`src/rtl/mdec_pkg.sv`:
```
package mdec_pkg;

  // Minimum spacing, in sampling cycles, for a transition to count as mid-cell.
  function automatic int mid_gap_min(input int osr);
    return (3 * osr + 3) / 4;
  endfunction

  // Quiet interval after which the decoder falls back to hunting.
  function automatic int idle_gap(input int osr);
    return 2 * osr;
  endfunction

  // Length of the recovered clock low phase.
  function automatic int low_len(input int osr);
    return osr / 2;
  endfunction

  // High-to-low mid-cell transition means one, low-to-high means zero.
  function automatic logic decode_bit(input logic prev, input logic now);
    return prev & ~now;
  endfunction

endpackage

```
`src/rtl/mdec_sync.sv`:
```
module mdec_sync #(
  parameter int STAGES = 2
) (
  input  logic clk_i,
  input  logic rst_ni,
  input  logic d_i,
  output logic q_o
);

  logic [STAGES-1:0] stage_q;

  for (genvar g = 0; g < STAGES; g++) begin : g_stage
    if (g == 0) begin : g_first
      always_ff @(posedge clk_i or negedge rst_ni) begin
        if (!rst_ni) stage_q[g] <= 1'b0;
        else         stage_q[g] <= d_i;
      end
    end else begin : g_next
      always_ff @(posedge clk_i or negedge rst_ni) begin
        if (!rst_ni) stage_q[g] <= 1'b0;
        else         stage_q[g] <= stage_q[g-1];
      end
    end
  end

  assign q_o = stage_q[STAGES-1];

endmodule

```
`src/rtl/mdec_edge_timer.sv`:
```
module mdec_edge_timer
  import mdec_pkg::*;
#(
  parameter int OSR = 8
) (
  input  logic clk_i,
  input  logic rst_ni,
  input  logic rx_s_i,
  output logic edge_o,
  output logic mid_o,
  output logic bit_o,
  output logic hunt_o
);

  localparam int IDLE   = idle_gap(OSR);
  localparam int MINGAP = mid_gap_min(OSR);
  localparam int CW     = $clog2(IDLE + 1);

  logic          rx_q;
  logic [CW-1:0] gap_q;
  logic          hunt_q;
  logic          far_enough;

  always_comb begin
    edge_o     = rx_s_i ^ rx_q;
    far_enough = (int'(gap_q) + 1) >= MINGAP;
    mid_o      = edge_o & (hunt_q | far_enough);
    bit_o      = decode_bit(rx_q, rx_s_i);
    hunt_o     = hunt_q;
  end

  always_ff @(posedge clk_i or negedge rst_ni) begin
    if (!rst_ni) begin
      rx_q   <= 1'b0;
      gap_q  <= CW'(IDLE);
      hunt_q <= 1'b1;
    end else begin
      rx_q <= rx_s_i;
      if (mid_o) begin
        gap_q  <= '0;
        hunt_q <= 1'b0;
      end else if (int'(gap_q) != IDLE) begin
        gap_q <= gap_q + 1'b1;
      end else begin
        hunt_q <= 1'b1;
      end
    end
  end

endmodule

```
`src/rtl/mdec_clkgen.sv`:
```
module mdec_clkgen
  import mdec_pkg::*;
#(
  parameter int OSR = 8
) (
  input  logic clk_i,
  input  logic rst_ni,
  input  logic mid_i,
  input  logic bit_i,
  output logic rclk_o,
  output logic datan_o
);

  localparam int HALF = low_len(OSR);
  localparam int LW   = $clog2(HALF + 1);

  logic [LW-1:0] left_q;

  always_ff @(posedge clk_i or negedge rst_ni) begin
    if (!rst_ni) begin
      rclk_o  <= 1'b1;
      datan_o <= 1'b1;
      left_q  <= '0;
    end else if (mid_i) begin
      rclk_o  <= 1'b0;
      datan_o <= ~bit_i;
      left_q  <= LW'(HALF - 1);
    end else if (!rclk_o) begin
      if (left_q == '0) rclk_o <= 1'b1;
      else              left_q <= left_q - 1'b1;
    end
  end

endmodule

```
`src/rtl/mdec_top.sv`:
```
module mdec_top #(
  parameter int OSR         = 8,
  parameter int SYNC_STAGES = 2
) (
  input  logic clk_i,
  input  logic rst_ni,
  input  logic rx_i,
  output logic rclk_o,
  output logic datan_o
);

  // Internal events, named so the bound checker can observe them.
  logic rx_sync;
  logic edge_evt;
  logic mid_evt;
  logic mid_bit;
  logic hunt;

  mdec_sync #(.STAGES(SYNC_STAGES)) sync_i (
    .clk_i (clk_i),
    .rst_ni(rst_ni),
    .d_i   (rx_i),
    .q_o   (rx_sync)
  );

  mdec_edge_timer #(.OSR(OSR)) timer_i (
    .clk_i (clk_i),
    .rst_ni(rst_ni),
    .rx_s_i(rx_sync),
    .edge_o(edge_evt),
    .mid_o (mid_evt),
    .bit_o (mid_bit),
    .hunt_o(hunt)
  );

  mdec_clkgen #(.OSR(OSR)) clkgen_i (
    .clk_i  (clk_i),
    .rst_ni (rst_ni),
    .mid_i  (mid_evt),
    .bit_i  (mid_bit),
    .rclk_o (rclk_o),
    .datan_o(datan_o)
  );

endmodule

```
`config.mk`:
```
export PLATFORM = sky130hd
export DESIGN_NAME = mdec_top
export DESIGN_NICKNAME = d
export VERILOG_FILES = /design/src/rtl/mdec_pkg.sv /design/src/rtl/mdec_sync.sv /design/src/rtl/mdec_edge_timer.sv /design/src/rtl/mdec_clkgen.sv /design/src/rtl/mdec_top.sv
export SDC_FILE = /design/constraint.sdc
export NUM_CORES = 1
export LEC_CHECK = 0
export CORE_UTILIZATION = 55
export CTS_CLUSTER_DIAMETER = 100
export CTS_CLUSTER_SIZE = 12
export DETAILED_ROUTE_END_ITERATION = 6
export GPL_TIMING_DRIVEN = 0
export PLACE_DENSITY = 0.77
export SLEW_MARGIN = 25
export SYNTH_ARGS = -nofsm -noshare
export SYNTH_HDL_FRONTEND = slang
export SYNTH_HIERARCHICAL = 1
export SYNTH_SLANG_ARGS = --single-unit
```
`constraint.sdc`:
```
create_clock -name clk_i -period 4.53 [get_ports clk_i]
set_input_delay 0.6795 -clock clk_i [delete_from_list [all_inputs] [get_ports clk_i]]
set_output_delay 0.6795 -clock clk_i [all_outputs]
set_load 0.1 [all_outputs]
```
* Word level (Yosys, flattened, before mapping) *
Index checks and enable logic that the tools add are counted.

storage, ports and cells
  bits in registers = 14
  input port bits = 3
  output and inout bits = 2
  word-level logic and storage cells = 35

cells by class
  add/subtract/negate cells = 3
  order comparisons = 1
  equality and inequality tests = 4
  mux-type cells = 10
  bitwise logic cells = 6
  reductions and logical operators = 3

operators by type and width
  operator                                               count
  >= comparator 32 x 4 -> 1 bit, second input constant   1
  2-to-1 mux 5 bit                                       2
  2-to-1 mux 3 bit                                       3
  adder 5 x 1 -> 6 bit, second input constant            1
  inequality test 2 x 1 -> 1 bit, second input constant  3
  adder 5 x 1 -> 5 bit, second input constant            1
  2-to-1 mux 1 bit                                       5
  inequality test 5 bit, second input constant           1
  zero test 3 bit                                        1
  subtractor 3 x 1 -> 3 bit, second input constant       1
  bitwise AND 1 bit                                      2
  inverter 1 bit                                         2
  AND reduction 2 bit                                    1
  nonzero test 2 bit                                     1
  bitwise OR 1 bit                                       1
  XOR 1 bit                                              1

* Longest topological paths before layout *
Gate-level depths: netlist of the first run.

  depth after elaboration = 6
  mapped depth = 7
  depth with buffers taken out = 6

* Cells and area by module *
The synthesis of the first run kept the hierarchy.

by module, submodules not included
  module           instances  cells each  area each (sq um)  seq. area each (sq um)
  mdec_edge_timer  1          35          412.9              177.7
  mdec_clkgen      1          25          250.2              127.6
  mdec_sync        1          2           50.0               50.0

* Worst setup path after synthesis of the first run *
Ideal clock, no wire load.

  path type = register to register
  start = register timer_i.gap_q[0]
  end = register clkgen_i.datan_o
  library setup time = 75 ps
  arrival = 1549 ps
  data required time = 4455 ps
  path slack = 2906 ps
  stages on the path, launching flop included = 7
  buffers on the path = 1
  period minus slack after synthesis = 1624 ps
  path through = dfrtp_1 > ha_1 > xnor2_1 > o21bai_4 > a31oi_4 > clkbuf_2 > mux2i_1

between the ends
  longest elaborated chain between the ends = 4

RTL lines
  item                           RTL line               source
  start: declaration             mdec_edge_timer.sv:20  logic [CW-1:0] gap_q;
  start signal: assignment       mdec_edge_timer.sv:35  gap_q <= CW'(IDLE);
  start signal: assignment       mdec_edge_timer.sv:43  gap_q <= gap_q + 1'b1;
  adder 5 x 1 -> 6 bit           mdec_edge_timer.sv:26  far_enough = (int'(gap_q) + 1) >= MINGAP;
  >= comparator 32 x 4 -> 1 bit  mdec_edge_timer.sv:26
  bitwise OR 1 bit               mdec_edge_timer.sv:27  mid_o = edge_o & (hunt_q | far_enough);
  bitwise AND 1 bit              mdec_edge_timer.sv:27
  named net mid_evt              mdec_top.sv:15         logic mid_evt;
  end signal: assignment         mdec_clkgen.sv:26      datan_o <= ~bit_i;
  end: declaration               mdec_clkgen.sv:11      output logic datan_o

The timed path passes the listed nets, and every way through them passes these cells.
A chain may end at the register's enable or synchronous reset.

* Worst setup path after layout of the first run *
  start = register clkgen_i.rclk_o
  end = output port rclk_o

RTL lines
  item                      RTL line           source
  start: declaration        mdec_clkgen.sv:10  output logic rclk_o,
  start signal: assignment  mdec_clkgen.sv:21  rclk_o <= 1'b1;
  start signal: assignment  mdec_clkgen.sv:25  rclk_o <= 1'b0;
  start signal: assignment  mdec_clkgen.sv:29  if (left_q == '0) rclk_o <= 1'b1;
  end: declaration          mdec_top.sv:8      output logic rclk_o,

No word-level cell between the ends.

==> results of run 1 <==
==> worst paths after layout <==
path | depth (start not counted) | slack [ns] | from | endpoint
hold reg to reg | 0 | 0.37 | sync_i/stage_q[0] | sync_i/q_o
max in group asynchronous | 1 | 3.38 | rst_ni | clkgen_i/left_q[1]
hold / removal | 0 | 0.37 | sync_i/stage_q[0] | sync_i/q_o
setup reg to reg | 6 | 2.73 | timer_i/gap_q[0] | clkgen_i/datan_o
min in group asynchronous | 1 | 0.77 | rst_ni | timer_i/gap_q[1]
setup / recovery | 1 | 1.88 | clkgen_i/rclk_o | rclk_o
==> cells by family (layout without fill, tap and decap cells) <==
kind of cell | count (synthesis) | in the layout
buf+inv | 10 | 18
compound gates | 5 | 5
flops | 14 | 14
xor+xnor | 4 | 4
simple gates | 18 | 18
mux | 5 | 5
fa+ha+maj | 6 | 6
==> power by group through the flow <==
stage	clock network (W)	logic, W	registers, W
floorplan	0	0.000212	0.000269
global placement	0	0.000318	0.000214
detailed placement	0	0.000327	0.000218
CTS	0.0000913	0.000330	0.000216
global route	0.0000958	0.000363	0.000221
finish	0.0000872	0.000326	0.000215
==> cell usage after synthesis, drive strengths merged <==
library cell   n  area [µm²]
xor2           2        17.5
clkbuf         1        5.00
or4            1        7.51
ha             6        75.1
and4bb         1        12.5
inv            8        30.0
o21bai         1        18.8
clkinv         1        3.75
nor2          10        37.5
nand3          2        15.0
a31oi          1        21.3
xnor2          2        17.5
o21ai          1        5.00
dfrtp         10         250
dfstp          4         105
nor2b          1        6.26
a21oi          2        10.0
mux2i          5        53.8
nand2b         1        6.26
nor3           2        15.0
==> sequential cells by signal, summed over array words and instances, names as in the netlist <==
name and count:
clkgen_i/datan_o 1, clkgen_i/left_q 3, clkgen_i/rclk_o 1, sync_i/q_o 1
sync_i/stage_q 1, timer_i/gap_q 5, timer_i/hunt_o 1, timer_i/rx_q 1
==> layout make-up <==
cell class,count,area share [%]
plain buffers,1,0.620
clock buffers,4,4.50
inverters,9,4.19
multi-input cells,38,39.5
flip-flops and latches,14,44.0
well taps,14,2.17
repair buffers,4,4.96
==> stage by stage <==
step                      power [W]  hold WS (ns)  worst slack (ns)  cells  instance area (µm²)
final                      0.000627         0.373              1.88     84                  807
after global routing       0.000680         0.379              1.84     84                  807
after CTS                  0.000637         0.379              1.87     84                  807
after detailed placement   0.000544         0.350              2.18     80                  771
after global placement     0.000532         0.333              2.20     80                  771
after floorplan            0.000482         0.331              2.91     62                  713
==> routing by layer <==
metal | GRT usage, % | vias to the layer above | part of all wire, %
met3 | 5.23 | 0 | 2.6
met2 | 34.9 | 4 | 50
met1 | 26.8 | 207 | 47
li1 | - | 215 | -
met4 | 8.04 | 0 | 0
met5 | 0 | - | 0
==> placed cells by master (no fill, tap or decap), types with 2 or more instances in the layout <==
master,instances
dfrtp_1,10
xor2_1,2
clkbuf_4,3
ha_1,6
nor2_1,10
clkdlybuf4s50_1,4
a21oi_1,2
xnor2_1,2
mux2i_1,4
dfstp_2,4
inv_1,8
==> key figures, run 1 <==
Final layout
  – Number of antenna diodes: 0
  – Share of layout cells above drive strength 1: 21.4%
  – Nets: 80
  – Register area: 355 µm²
  – Final Util: 69.8%
  – Area of the multi-input gates: 319 µm²
  – Filler cells: 96
  – Syn-to-layout area delta: 13.2%

Power and ir drop
  – Net Sw Frac: 42.9%
  – Int Pwr: 0.000358 W
  – VDD IR-drop max: 0.000419 V
  – Combinational share of power: 51.9%
  – Sequential share of power: 34.2%
  – PD cells: 778 nW/µm²
  – Leakage power total: 0.370 nW
  – NetSw: 0.000269 W
  – Clock group share of total power: 13.9%

Clock tree
  – Root Driver: clkbuf_4
  – # hold bufs at CTS: 0
  – Clk pin slew, worst setup/hold paths: 0.08 ns
  – Post-CTS resize count: 0
  – Postcts setup bufs: 0
  – Clk buf depth: 2
  – Clk_lat worst skew: 0.27 ns
  – H-tree depth: 1
  – Sinks on Clock Net: 14
  – CTS tree: yes
  – CTS Buf Count: 3

Timing
  – Final setup viols: 0
  – Max Slew Vio Count: 0
  – RSZ-0062 raised after global routing: no
  – Period utilization: 58.4%
  – Max_slew headroom: 35.4%
  – Fmax achieved: 0.378 GHz
  – Final Hold Fails: 0
  – Final min period: 2.65 ns
  – Worst slew pin tran: 0.967 ns
  – TNS Setup: 0 ns
  – Clk_skew: 0.00548 ns

Drt
  – ANT nets after route: 0
  – Post-route DRC: 0
  – Via count: 426
  – Drt initial violations: 1
  – DR vias/cell: 5.07
  – WL final: 1.09 mm
  – Routed WL per cell: 13.0 µm
  – DRT Pass-1 Iters: 4

Synth
  – Largest family of logic cells by synthesized area: simple AND/OR/NAND/NOR gates
  – Post-synthesis sequential element count: 14
  – Mapped cell area: 713 µm²
  – Synthesized-area fraction occupied by adder cells: 10.5%
  – Synth Area in Compound Gates: 7.72%
  – Synth Area in XOR/XNOR: 4.91%
  – Net Count, Synth: 71
  – Sequential share of the synthesized area: 49.8%
  – Post-Synth Simple-Gate Area: 14.0%
  – Cells after Synth: 62
  – Syn avg cell area: 11.5 µm²
  – Netlist cell types: 23
  – Synth warn: 6
  – Post-synthesis mux area share: 7.54%

Critical path
  – Worst Path Required: 3.85 ns
  – CP bufs+invs: 1
  – Worst setup SP type: register
  – WS Path Type: reg -> out
  – Crit end category: primary output
  – Critical path's largest stage delay: 1.13 ns
  – Arr. time, crit path: 1.97 ns
  – Maximum fanout along the worst path: 4
  – CP delay by family, top: buffers and inverters
  – Crit path cell chain: clkdlybuf4s50_1
  – Slowest-stage cell, CP: clkdlybuf4s50_1

GRT
  – Pin count of the biggest net entering global routing: 15
  – Overflow after GRT: 0
  – Vias in the first global route: 465
  – Total global-route track usage: 21.2%
  – Global-route wire length before repair: 2.01 mm
  – Initial antenna violation count: 0

Floorplanning
  – Die footprint: 1440 µm²
  – # IOs: 5
  – Placeable Area: 1160 µm²
  – Initial Utilization: 61.7%
  – Die X: 38.0 µm
  – Row count: 12
  – Die height: 38.0 µm

Placement
  – Final GP Congestion: 0.661
  – I/O Buffers: 4
  – Detailed placer's ending HPWL: 871 µm

Min path
  – Hold crit path type: reg -> reg

Run status
  – Outcome: complete, no violations

Job
  – Maxcap violations: 0
Note: power is estimated with default switching activity, not from simulation.
==> run 2, diff against run 1 <==
CORE_UTILIZATION = 54   (was 55)
PLACE_DENSITY = 0.76   (was 0.77)
clock period = 2.5 ns   (was 4.53 ns; I/O delays follow)
==> run 2 against run 1 <==
Via count down 3.5%. Non-clock buffer count unchanged. Sequential share of layout area up 0.76 points. Count of clock-buffer cells in the layout down 1. Sequential cell count unchanged. Global-route usage down 2.0 points. Critical path depth unchanged. Utilization down 2.1 points. Clock power up 35%. Register-to-register slack worse by 2.0 ns. Critical path type unchanged. Largest power group unchanged.
==> key figures, run 2 (same netlist as run 1, synthesis figures left out) <==
Critical path
  – WS Path Type: reg -> out
  – Slowest-stage cell, CP: clkdlybuf4s50_1
  – Worst setup SP type: register
  – CP bufs+invs: 1 (unchanged)
  – Crit end category: primary output
  – Crit path cell chain: clkdlybuf4s50_1
  – Critical path's largest stage delay: 1.13 ns (about the same)
  – CP delay by family, top: buffers and inverters
  – Arr. time, crit path: 1.94 ns (-0.03 ns)
  – Maximum fanout along the worst path: 4 (unchanged)
  – Levels on crit path: 1 (unchanged)
  – Worst Path Required: 2.12 ns (-1.73 ns)
  – R2R cell count: 7 (+1)

Drt
  – Uppermost routed layer: met4
  – Met1 wire length: 492 µm (-4.7%)
  – Drt initial violations: 4 (+3)
  – Met2 Wirelength: 480 µm (-12%)
  – Routed WL per cell: 12.1 µm (-6.2%)
  – Via count: 411 (-3.5%)
  – ANT nets after route: 0 (unchanged)
  – WL final: 1.01 mm (-7.4%)
  – DR vias/cell: 4.95 (-2.4%)
  – Met3 WL: 24 µm (-14%)
  – DRT Pass-1 Iters: 2 (-2)
  – Post-route DRC: 0 (unchanged)

Final layout
  – Biggest regs: timer_i/gap_q: 5 flops, clkgen_i/left_q: 3 flops
  – Syn-to-layout area delta: 11.2%
  – Nets: 80 (unchanged)
  – Most flops, register: timer_i/gap_q
  – Final Util: 67.7% (-2.1 points)
  – Most frequent cells in the layout: nor2_1 (10), dfrtp_1 (10), inv_1 (8), ha_1 (6)
  – Max FFs per register: 5 (unchanged)
  – Share of layout cells above drive strength 1: 20.3% (-1.1 points)
  – Number of antenna diodes: 0 (unchanged)
  – Final Instance Area: 793 µm² (-1.7%)

Timing
  – Max_slew headroom: 36.0% (+0.66 points)
  – Minimum hold slack: 0.376 ns (+0.00316 ns)
  – Period utilization: 92.8%
  – Fmax achieved: 0.431 GHz
  – TNS Setup: 0 ns (unchanged)
  – Worst slew pin tran: 0.957 ns (-0.00994 ns)
  – Final min period: 2.32 ns
  – Max Slew Vio Count: 0 (unchanged)
  – Final Hold Fails: 0 (unchanged)
  – Final setup margin: 0.181 ns (-1.70 ns)
  – Final setup viols: 0 (unchanged)
  – RSZ-0062 raised after global routing: no
  – Clk_skew: 0.00103 ns (-0.00445 ns)

Floorplanning
  – # IOs: 5 (unchanged)
  – Die footprint: 1470 µm² (+1.7%)
  – Die height: 38.3 µm (+0.87%)
  – Die X: 38.3 µm (+0.87%)
  – Row count: 12 (unchanged)
  – Placeable Area: 1170 µm² (+1.3%)
  – Initial Utilization: 60.9% (-0.79 points)

GRT
  – Pin count of the biggest net entering global routing: 15 (unchanged)
  – Global-route wire length before repair: 1.85 mm (-8.2%)
  – Total global-route track usage: 19.2% (-2.0 points)
  – Initial antenna violation count: 0 (unchanged)
  – Overflow after GRT: 0 (unchanged)
  – Vias in the first global route: 410 (-12%)

Clock tree
  – Clk_lat worst skew: 0.26 ns (about the same)
  – Root Driver: clkbuf_4
  – CTS tree: yes
  – Sinks on Clock Net: 14 (unchanged)
  – Clk buf depth: 2 (unchanged)
  – Postcts setup bufs: 0 (unchanged)
  – Post-CTS resize count: 0 (unchanged)
  – H-tree depth: 1 (unchanged)
  – # hold bufs at CTS: 0 (unchanged)
  – CTS Buf Count: 3 (unchanged)
  – Clk pin slew, worst setup/hold paths: 0.08 ns (about the same)

Placement
  – Final GP Congestion: 0.706 (+6.8%)
  – I/O Buffers: 4 (unchanged)
  – Detailed placer's ending HPWL: 816 µm (-6.3%)
  – Post-DP Area: 771 µm² (unchanged)
  – Post-place setup slack: 0.468 ns (-1.71 ns)

Job
  – Maxcap violations: 0 (unchanged)

Min path
  – Hold Crit Depth: 0 (unchanged)
  – Hold crit path type: reg -> reg

Power and ir drop
  – PD cells: 1370 nW/µm² (+76%)
  – Leakage power total: 0.363 nW (-1.9%)
  – VDD IR-drop max: 0.000686 V (+64%)

Run status
  – Outcome: complete, no violations
==> run 2: cell count changes in the layout (fill, tap and decap cells not counted) <==
cell and change:
clkbuf_8 -1
==> run 2: path summary, 6_finish.rpt <==
check / from / end / slack (ns)
min reg2reg: sync_i/stage_q[0] / sync_i/q_o / 0.38
min: sync_i/stage_q[0] / sync_i/q_o / 0.38
max reg2reg: timer_i/gap_q[0] / clkgen_i/left_q[1] / 0.70
max in group asynchronous: rst_ni / sync_i/stage_q[0] / 1.62
max: clkgen_i/rclk_o / rclk_o / 0.18
min in group asynchronous: rst_ni / timer_i/gap_q[1] / 0.49
==> run 2: metal layers <==
metal	vias up	track usage (%)
met5	-	0
met4	0	7.76
met3	2	5.23
met2	3	28.8
met1	192	26.3
li1	214	-
==> run 2: area by class of cell <==
class                      count  area (µm²)
tap                           14        17.5
buffer                         1        5.00
sequential                    14         355
clock buffer                   3        22.5
multi-input combinational     38         319
timing repair buffer           4        40.0
inverter                       9        33.8
fill                          96         378
==> run 2: stage by stage <==
step,std cells,power [W]
floorplan,62,0.000873
CTS,83,0.00111
detailed placement,80,0.000985
global placement,80,0.000966
global route,83,0.00118
finish,83,0.00109
==> run 2: power breakdown <==
group	total [W]	leakage, nW	internal [W]	switching (W)
sequential	0.000389	0.162	0.000323	0.0000657
clock	0.000118	0.0138	0.0000556	0.0000625
combinational	0.000579	0.187	0.000236	0.000343
total	0.00109	0.363	0.000615	0.000471
==> run 3, diff against run 2 <==
CTS_CLUSTER_SIZE = 40   (was 12)
==> results of run 3 <==
No change in the layout: final DEF, timing and power equal those of run 2.
